### src/rtl/arb_pkg.sv
package arb_pkg;

    localparam int MAX_MASTERS = 16;
    localparam int MASTER_ID_W = 4;

    typedef enum logic [1:0] {
        RESP_OKAY  = 2'b00,
        RESP_ERROR = 2'b01,
        RESP_RETRY = 2'b10,
        RESP_SPLIT = 2'b11
    } resp_e;

endpackage

### src/rtl/arb_lowest_pick.sv
module arb_lowest_pick #(
    parameter int N   = 16,
    parameter int IDW = 4
) (
    input  logic [N-1:0]   cand_i,
    output logic           found_o,
    output logic [IDW-1:0] idx_o
);
    // scan from the top so the lowest candidate is written last
    always_comb begin
        found_o = 1'b0;
        idx_o   = '0;
        for (int i = N - 1; i >= 0; i--) begin
            if (cand_i[i]) begin
                found_o = 1'b1;
                idx_o   = IDW'(i);
            end
        end
    end
endmodule

### src/rtl/arb_release_merge.sv
module arb_release_merge #(
    parameter int N     = 16,
    parameter int SLAVES = 2
) (
    input  logic [SLAVES*N-1:0] vec_i,
    output logic [N-1:0]        any_o
);
    logic [N-1:0] partial [SLAVES+1];

    assign partial[0] = '0;
    for (genvar s = 0; s < SLAVES; s++) begin : g_slave
        assign partial[s+1] = partial[s] | vec_i[s*N +: N];
    end
    assign any_o = partial[SLAVES];
endmodule

### src/rtl/arb_grant_decode.sv
module arb_grant_decode #(
    parameter int N   = 16,
    parameter int IDW = 4
) (
    input  logic [IDW-1:0] idx_i,
    output logic [N-1:0]   onehot_o
);
    for (genvar m = 0; m < N; m++) begin : g_bit
        assign onehot_o[m] = (idx_i == IDW'(m));
    end
endmodule

### src/rtl/bus_arbiter.sv
module bus_arbiter
    import arb_pkg::*;
#(
    parameter int NUM_MASTERS      = 16,
    parameter int NUM_SPLIT_SLAVES = 2
) (
    input  logic                                clk,
    input  logic                                rst_n,
    input  logic [NUM_MASTERS-1:0]              req_i,
    input  logic [NUM_MASTERS-1:0]              lock_i,
    input  logic                                bus_ready_i,
    input  logic [1:0]                          resp_i,
    input  logic [NUM_SPLIT_SLAVES*NUM_MASTERS-1:0] split_release_i,
    output logic [NUM_MASTERS-1:0]              grant_o,
    output logic [MASTER_ID_W-1:0]              master_id_o,
    output logic                                master_lock_o
);
    localparam int N   = NUM_MASTERS;
    localparam int IDW = MASTER_ID_W;

    typedef struct packed {
        logic [IDW-1:0] gnt_idx;    // current grant owner
        logic [IDW-1:0] addr_own;   // owner of address phase
        logic           addr_lock;  // address phase is locked
        logic [IDW-1:0] data_own;   // owner of data phase
        logic [N-1:0]   split_mask; // parked masters
    } arb_state_t;

    arb_state_t state_d, state_q;

    logic [N-1:0]   release_any;
    logic [N-1:0]   park_set;
    logic [N-1:0]   eligible;
    logic           pick_found;
    logic [IDW-1:0] pick_idx;
    logic           owner_hold;

    arb_release_merge #(.N(N), .SLAVES(NUM_SPLIT_SLAVES)) u_merge (
        .vec_i (split_release_i),
        .any_o (release_any)
    );

    arb_lowest_pick #(.N(N), .IDW(IDW)) u_pick (
        .cand_i  (eligible),
        .found_o (pick_found),
        .idx_o   (pick_idx)
    );

    arb_grant_decode #(.N(N), .IDW(IDW)) u_dec (
        .idx_i    (state_q.gnt_idx),
        .onehot_o (grant_o)
    );

    always_comb begin
        state_d = state_q;

        park_set = '0;
        if (resp_e'(resp_i) == RESP_SPLIT) begin
            park_set = {{(N-1){1'b0}}, 1'b1} << state_q.data_own;
        end
        // a fresh split outranks a release in the same cycle
        state_d.split_mask = (state_q.split_mask & ~release_any) | park_set;

        eligible   = req_i & ~state_d.split_mask;
        owner_hold = lock_i[state_q.gnt_idx] & ~state_d.split_mask[state_q.gnt_idx];

        if (bus_ready_i) begin
            state_d.data_own  = state_q.addr_own;
            state_d.addr_own  = state_q.gnt_idx;
            state_d.addr_lock = lock_i[state_q.gnt_idx];
            if (owner_hold) begin
                state_d.gnt_idx = state_q.gnt_idx;
            end else if (pick_found) begin
                state_d.gnt_idx = pick_idx;
            end else begin
                state_d.gnt_idx = '0;
            end
        end
    end

    always_ff @(posedge clk or negedge rst_n) begin
        if (!rst_n) begin
            state_q <= '0;
        end else begin
            state_q <= state_d;
        end
    end

    assign master_id_o   = state_q.addr_own;
    assign master_lock_o = state_q.addr_lock;

endmodule

### config.mk
export PLATFORM = sky130hd
export DESIGN_NAME = bus_arbiter
export DESIGN_NICKNAME = d
export VERILOG_FILES = /design/src/rtl/arb_pkg.sv /design/src/rtl/arb_lowest_pick.sv /design/src/rtl/arb_release_merge.sv /design/src/rtl/arb_grant_decode.sv /design/src/rtl/bus_arbiter.sv
export SDC_FILE = /design/constraint.sdc
export NUM_CORES = 1
export LEC_CHECK = 0
export ABC_AREA = 1
export CAP_MARGIN = 40
export CORE_ASPECT_RATIO = 0.5
export CORE_UTILIZATION = 44
export DETAILED_ROUTE_END_ITERATION = 8
export GPL_TIMING_DRIVEN = 0
export PLACE_DENSITY = 0.91
export SLEW_MARGIN = 20
export SYNTH_ARGS = -nofsm -noshare
export SYNTH_HDL_FRONTEND = slang
export SYNTH_SLANG_ARGS = --single-unit
### constraint.sdc
create_clock -name clk -period 5 [get_ports clk]
set_input_delay 1.5 -clock clk [delete_from_list [all_inputs] [get_ports clk]]
set_output_delay 1.5 -clock clk [all_outputs]
set_load 0.01 [all_outputs]
## Yosys cells after proc, flatten, opt, wreduce, memory -nomap -nowiden

Cells that the tools add are included.

- Input bits: 69
- Bits in registers: 29
- Logic and storage cells: 72
- Output and inout port bits: 21

- Reductions and logical operators: 2
- Shifts and indexed selects: 1
- Muxes and demuxes: 38
- Eq/ne operators: 16
- $lt $le $gt $ge: 1
- Bitwise gates (word level): 9

Operators with widths:

| operator | number |
|---|---|
| 4-bit 2-to-1 mux | 17 |
| 16-bit bitwise AND | 2 |
| 4-bit == test (second input constant) | 8 |
| 16-bit NOT | 2 |
| 16-bit bitwise OR | 2 |
| 1-bit 2-to-1 mux | 18 |
| 4-bit by 3-bit == test with 1-bit output (second input constant) | 4 |
| 16-bit 2-to-1 mux | 1 |
| 1-bit by 4-bit << shifter with 16-bit output (first input constant) | 1 |
| 1-bit binary-select mux with 4-bit select | 2 |
| 4-bit by 2-bit == test with 1-bit output (second input constant) | 2 |
| 4-bit by 5-bit less-than comparator with 1-bit output (second input constant) | 1 |
| 4-bit by 1-bit == test with 1-bit output (second input constant) | 1 |
| 4-bit zero test | 1 |
| 2-bit == test (second input constant) | 1 |
| 1-bit NOT | 2 |
| 2-bit AND reduction | 1 |
| 1-bit bitwise AND | 1 |

## Logic depth before layout (Yosys ltp)

- Depth in word-level cells: 23
- Gate-level depth with buffers: 21
- Mapped depth without buffers: 21

## By module

A second synthesis with hierarchy kept.

- Cell total of the unflattened synthesis: 384
- Area, all modules: 2297.2 sq um

By module, submodules not included:

| module | sequential area each (sq um) | cells each | instances | area an instance (sq um) |
|---|---|---|---|---|
| bus_arbiter | 725.7 | 259 | 1 | 1803.0 |
| arb_lowest_pick | 0.0 | 49 | 1 | 209.0 |
| arb_release_merge | 0.0 | 48 | 1 | 180.2 |
| arb_grant_decode | 0.0 | 28 | 1 | 105.1 |

## Worst setup path after synthesis

OpenSTA, ideal clock, no wires.

- Path type: input to register
- Start: input resp_i[0]
- End: register state_q[26] (netlist bit)
- Data required time: 4.882 ns
- Path slack: 2.279 ns
- Stages: 12
- Setup time: 0.118 ns
- Arrival time: 2.603 ns
- Buffers on the path: 0
- Path through: nand2_2 > nor2_4 > inv_2 > o21a_1 > nand2_1 > nand2_1 > nor2_2 > nand4_1 > o21ai_1 > nor2_2 > nand3_1 > nand2_1

- Word-level cells in the longest chain between the ends: 22
- Elaborated cells between the ends (all ways): 44
- Those cells by class: eq/ne: 1; mux: 36; bitwise: 6; reduce/logical: 1

Ends and longest elaborated chain:

| item | line | text |
|---|---|---|
| from (decl) | bus_arbiter.sv:12 | `input logic [1:0] resp_i,` |
| 2-bit == test * | bus_arbiter.sv:58 | `if (resp_e'(resp_i) == RESP_SPLIT) begin` |
| 16-bit 2-to-1 mux * | bus_arbiter.sv:58 |  |
| 16-bit bitwise OR * | bus_arbiter.sv:62 | `state_d.split_mask = (state_q.split_mask & ~release_any) \| park_set;` |
| 16-bit NOT | bus_arbiter.sv:64 | `eligible = req_i & ~state_d.split_mask;` |
| 16-bit bitwise AND | bus_arbiter.sv:64 |  |
| 4-bit 2-to-1 mux / 1-bit 2-to-1 mux (equally long branches) (16 in series) | arb_lowest_pick.sv:14 | `if (cand_i[i]) begin` |
| 4-bit 2-to-1 mux | bus_arbiter.sv:73 | `end else if (pick_found) begin` |
| to (signal assigned) | bus_arbiter.sv:85 | `state_q <= state_d;` |
| to (decl) | bus_arbiter.sv:29 | `arb_state_t state_d, state_q;` |

Every way passes the cells marked *; elsewhere a longest branch is shown, timed or not. The select of a mux whose other input is x is not followed.
A chain may end at the register's enable or synchronous reset.

## Worst setup path after layout

- Start: register state_q[25] (netlist bit)
- End: output grant_o[8]

- Word-level cells in the longest chain between the ends: 1

Ends and longest elaborated chain:

| item | line | text |
|---|---|---|
| 4-bit == test | arb_grant_decode.sv:9 | `assign onehot_o[m] = (idx_i == IDW'(m));` |
| to (decl) | bus_arbiter.sv:14 | `output logic [NUM_MASTERS-1:0] grant_o,` |

No other way between the ends.

==> out/qor.txt <==
Seq/Total Area, Yosys - 38.2%
Hold Crit Start - master_lock_o$_DFFE_PN0P_
Worst EP arrival - 2.07 ns
Cell row count - 16
Worst hold-check path type - reg2reg
Worst-Margin Slew - 0.651 ns
Root Buffer - clkbuf_8
Max Cap Viol - 0
M3 GR Usage - 6.45%
H-tree levels - 2
Num ports - 90
Die footprint - 4600 µm²
Number of flops mapped to enable cells by yosys - 0
Vias - 2181
Detailed placement HPWL - 5010 µm
Max-slew headroom - 56.6%
Status - complete, no violations
Synth warn - 0
Hold Violations, Final - 0
Critical path required time - 3.50 ns
Residual DRC - 0
Die extent in x - 94.9 µm
Final Core Density - 72.9%
Nets - 441
Wire per inst - 14.1 µm
Post-CTS resize count - 0
Fillers - 338
Min cycle time layout - 3.57 ns
Crit path buf inv count - 3
Hold Buf Count CTS - 0
Total Power - 0.000918 W
Worst Hold Path EP - master_lock_o$_DFFE_PN0P_
Unrepaired setup endpoints after global routing - no
Placement Cell Area - 2850 µm²
Worst-Skew Late Latency - 0.28 ns
GPL Wtd Cong - 0.865
Synth Net Count - 345
CTS max path bufs - 2
Worst setup SP type - flop
R2R Path Start - state_q[18]$_DFFE_PN0P_
GRT Util Overall - 28.1%
Initial antenna violation count - 0
WL final - 6040 µm
Mean Syn Cell Area - 6.88 µm²
Max Fclk - 280 MHz
Starting Density - 47.2%
Total gr overflow - 0
Most Crowded Layer GR - met2
Skew final - 0.00372 ns
Core ar. - 4020 µm²
Post-CTS setup buffer count - 0
Post-route cell area - 2930 µm²
Number of global-route vias before repair - 2157
CP max stage cell - clkdlybuf4s50_1
Synth Flop Type - dfrtp_1
CP max FO - 10
Iter 0 DRT Violations - 88
Drt first pass iters - 4
Met2 Use GR - 45.2%
Final Non-Filler Cells - 427
Largest delay contributor family on the critical path - buffers and inverters
R2R setup slack - 2.97 ns
Crit Path Class - reg2out
Distinct cells, synth - 29
Yosys reg bits - 29
Largest net degree at the start of global routing - 30
Peak supply drop - 0.000229 V
Cell Pwr Density - 313 nW/µm²
Hold Crit Depth - 2
CP endpoint kind - output pin
Worst path cell trace - buf_4, nor2_2, inv_1, nor2_1, clkdlybuf4s50_1
R2r endpoint - state_q[26]$_DFFE_PN0P_
Leak Pwr - 1.44 nW
Post-Syn Area - 1900 µm²
R2R cell count - 10
Clock sink count - 29
Final setup viols - 0
Layout cell share with drive strength beyond 1 - 11.0%
Final worst-path cycle share - 71.4%
Vias per std cell - 5.11
CP max stage delay - 0.55 ns
PortBufs - 89
Area grow syn2layout - 54.6%
GR Util met1 - 38.0%
DRT antenna net count - 0
Clock-pin slew on the worst setup and hold paths - 0.06 ns
First-pass GRT wire length - 9760 µm
Slew Viols, Final - 0
FFs w/ async S/R, synth - 100%
Most frequent cells in the layout - 88 x nand2_1, 88 x clkdlybuf4s50_1, 36 x nor2_1, 31 x inv_1, 29 x dfrtp_1
Num CTS Buffers - 5
CTS tree - built
Die Ht - 48.4 µm
Post-placement cell count - 419
Setup TNS - 0 ns
Cells after Synth - 276
Ant. Diodes - 0
## flip-flops by register name, summed over array words and instances, names as in the netlist
| signal | cells |
|---|---|
| state_q | 24 |
| master_id_o | 4 |
| master_lock_o | 1 |
## logic make-up after synthesis
logic type / synth area share, %
AOI/OAI and AO/OA: 15.8
buffers and inverters: 9.89
and+or+nand+nor: 36.1
DFF: 38.2
## power breakdown
part	internal [W]	switching, W	total [W]
clock	0.0000962	0.0000895	0.000186
combinational	0.000187	0.000246	0.000433
sequential	0.000269	0.0000309	0.000300
## worst max path at each step
| stage | end | depth (start not counted) | startpoint |
|---|---|---|---|
| 6_report | grant_o[8] | 5 | state_q[25]$_DFFE_PN0P_ |
| 5_1_grt | grant_o[12] | 5 | state_q[25]$_DFFE_PN0P_ |
| 4_1_cts | grant_o[8] | 5 | state_q[25]$_DFFE_PN0P_ |
| 3_5_place_dp | state_q[26]$_DFFE_PN0P_ | 11 | resp_i[0] |
| 3_3_place_gp | state_q[26]$_DFFE_PN0P_ | 13 | resp_i[0] |
| 2_1_floorplan | state_q[26]$_DFFE_PN0P_ | 12 | resp_i[0] |
## cells in the mapped netlist (2+ instances only)
master	instances	share of area, %
a22oi_1	4	1.6
nor2_2	6	2.0
inv_2	8	1.6
o31ai_1	2	0.79
nor2_1	36	7.1
dfrtp_1	29	38
nor2_4	3	1.8
o21ai_1	4	1.1
o21ai_0	13	3.4
nand3_1	14	3.7
o22ai_1	3	0.99
o21a_1	4	1.6
a32oi_1	4	1.8
buf_4	5	2.0
nand2_2	6	2.0
nand4_1	3	0.99
o211ai_1	2	0.79
a21boi_1	2	0.79
nand2_1	88	17
inv_1	31	6.1
## worst min-delay path, stage by stage (launching register included)
cell	delay, ns
dfrtp_1	0.34
nand2_1	0.05
nand2_1	0.06
## stage by stage
| step | hold WS (ns) | worst slack [ns] |
|---|---|---|
| 2_1_floorplan | 0.455 | 2.28 |
| 3_3_place_gp | 0.464 | 1.52 |
| 3_5_place_dp | 0.480 | 1.47 |
| 4_1_cts | 0.497 | 1.45 |
| 5_1_grt | 0.533 | 1.33 |
| 6_report | 0.493 | 1.43 |
## cell type report
type / instances / area [µm²] / area share [%]
Inverter: 39 / 146 / 4.99
Clock inverter: 2 / 10.0 / 0.341
Tap cell: 54 / 67.6 / 2.30
Timing Repair Buffer: 89 / 886 / 30.2
Multi-Input combinational cell: 202 / 985 / 33.6
Sequential cell: 29 / 726 / 24.7
Buffer: 6 / 41.3 / 1.41
Clock buffer: 6 / 72.6 / 2.47
## metal layers
| metal | vias up | routed length [µm] |
|---|---|---|
| li1 | 1069 | - |
| met1 | 1022 | 2730 |
| met2 | 81 | 2820 |
| met3 | 9 | 438 |
| met4 | 0 | 57 |
| met5 | - | 0 |
No activity file was read; power rests on OpenSTA's default activity.
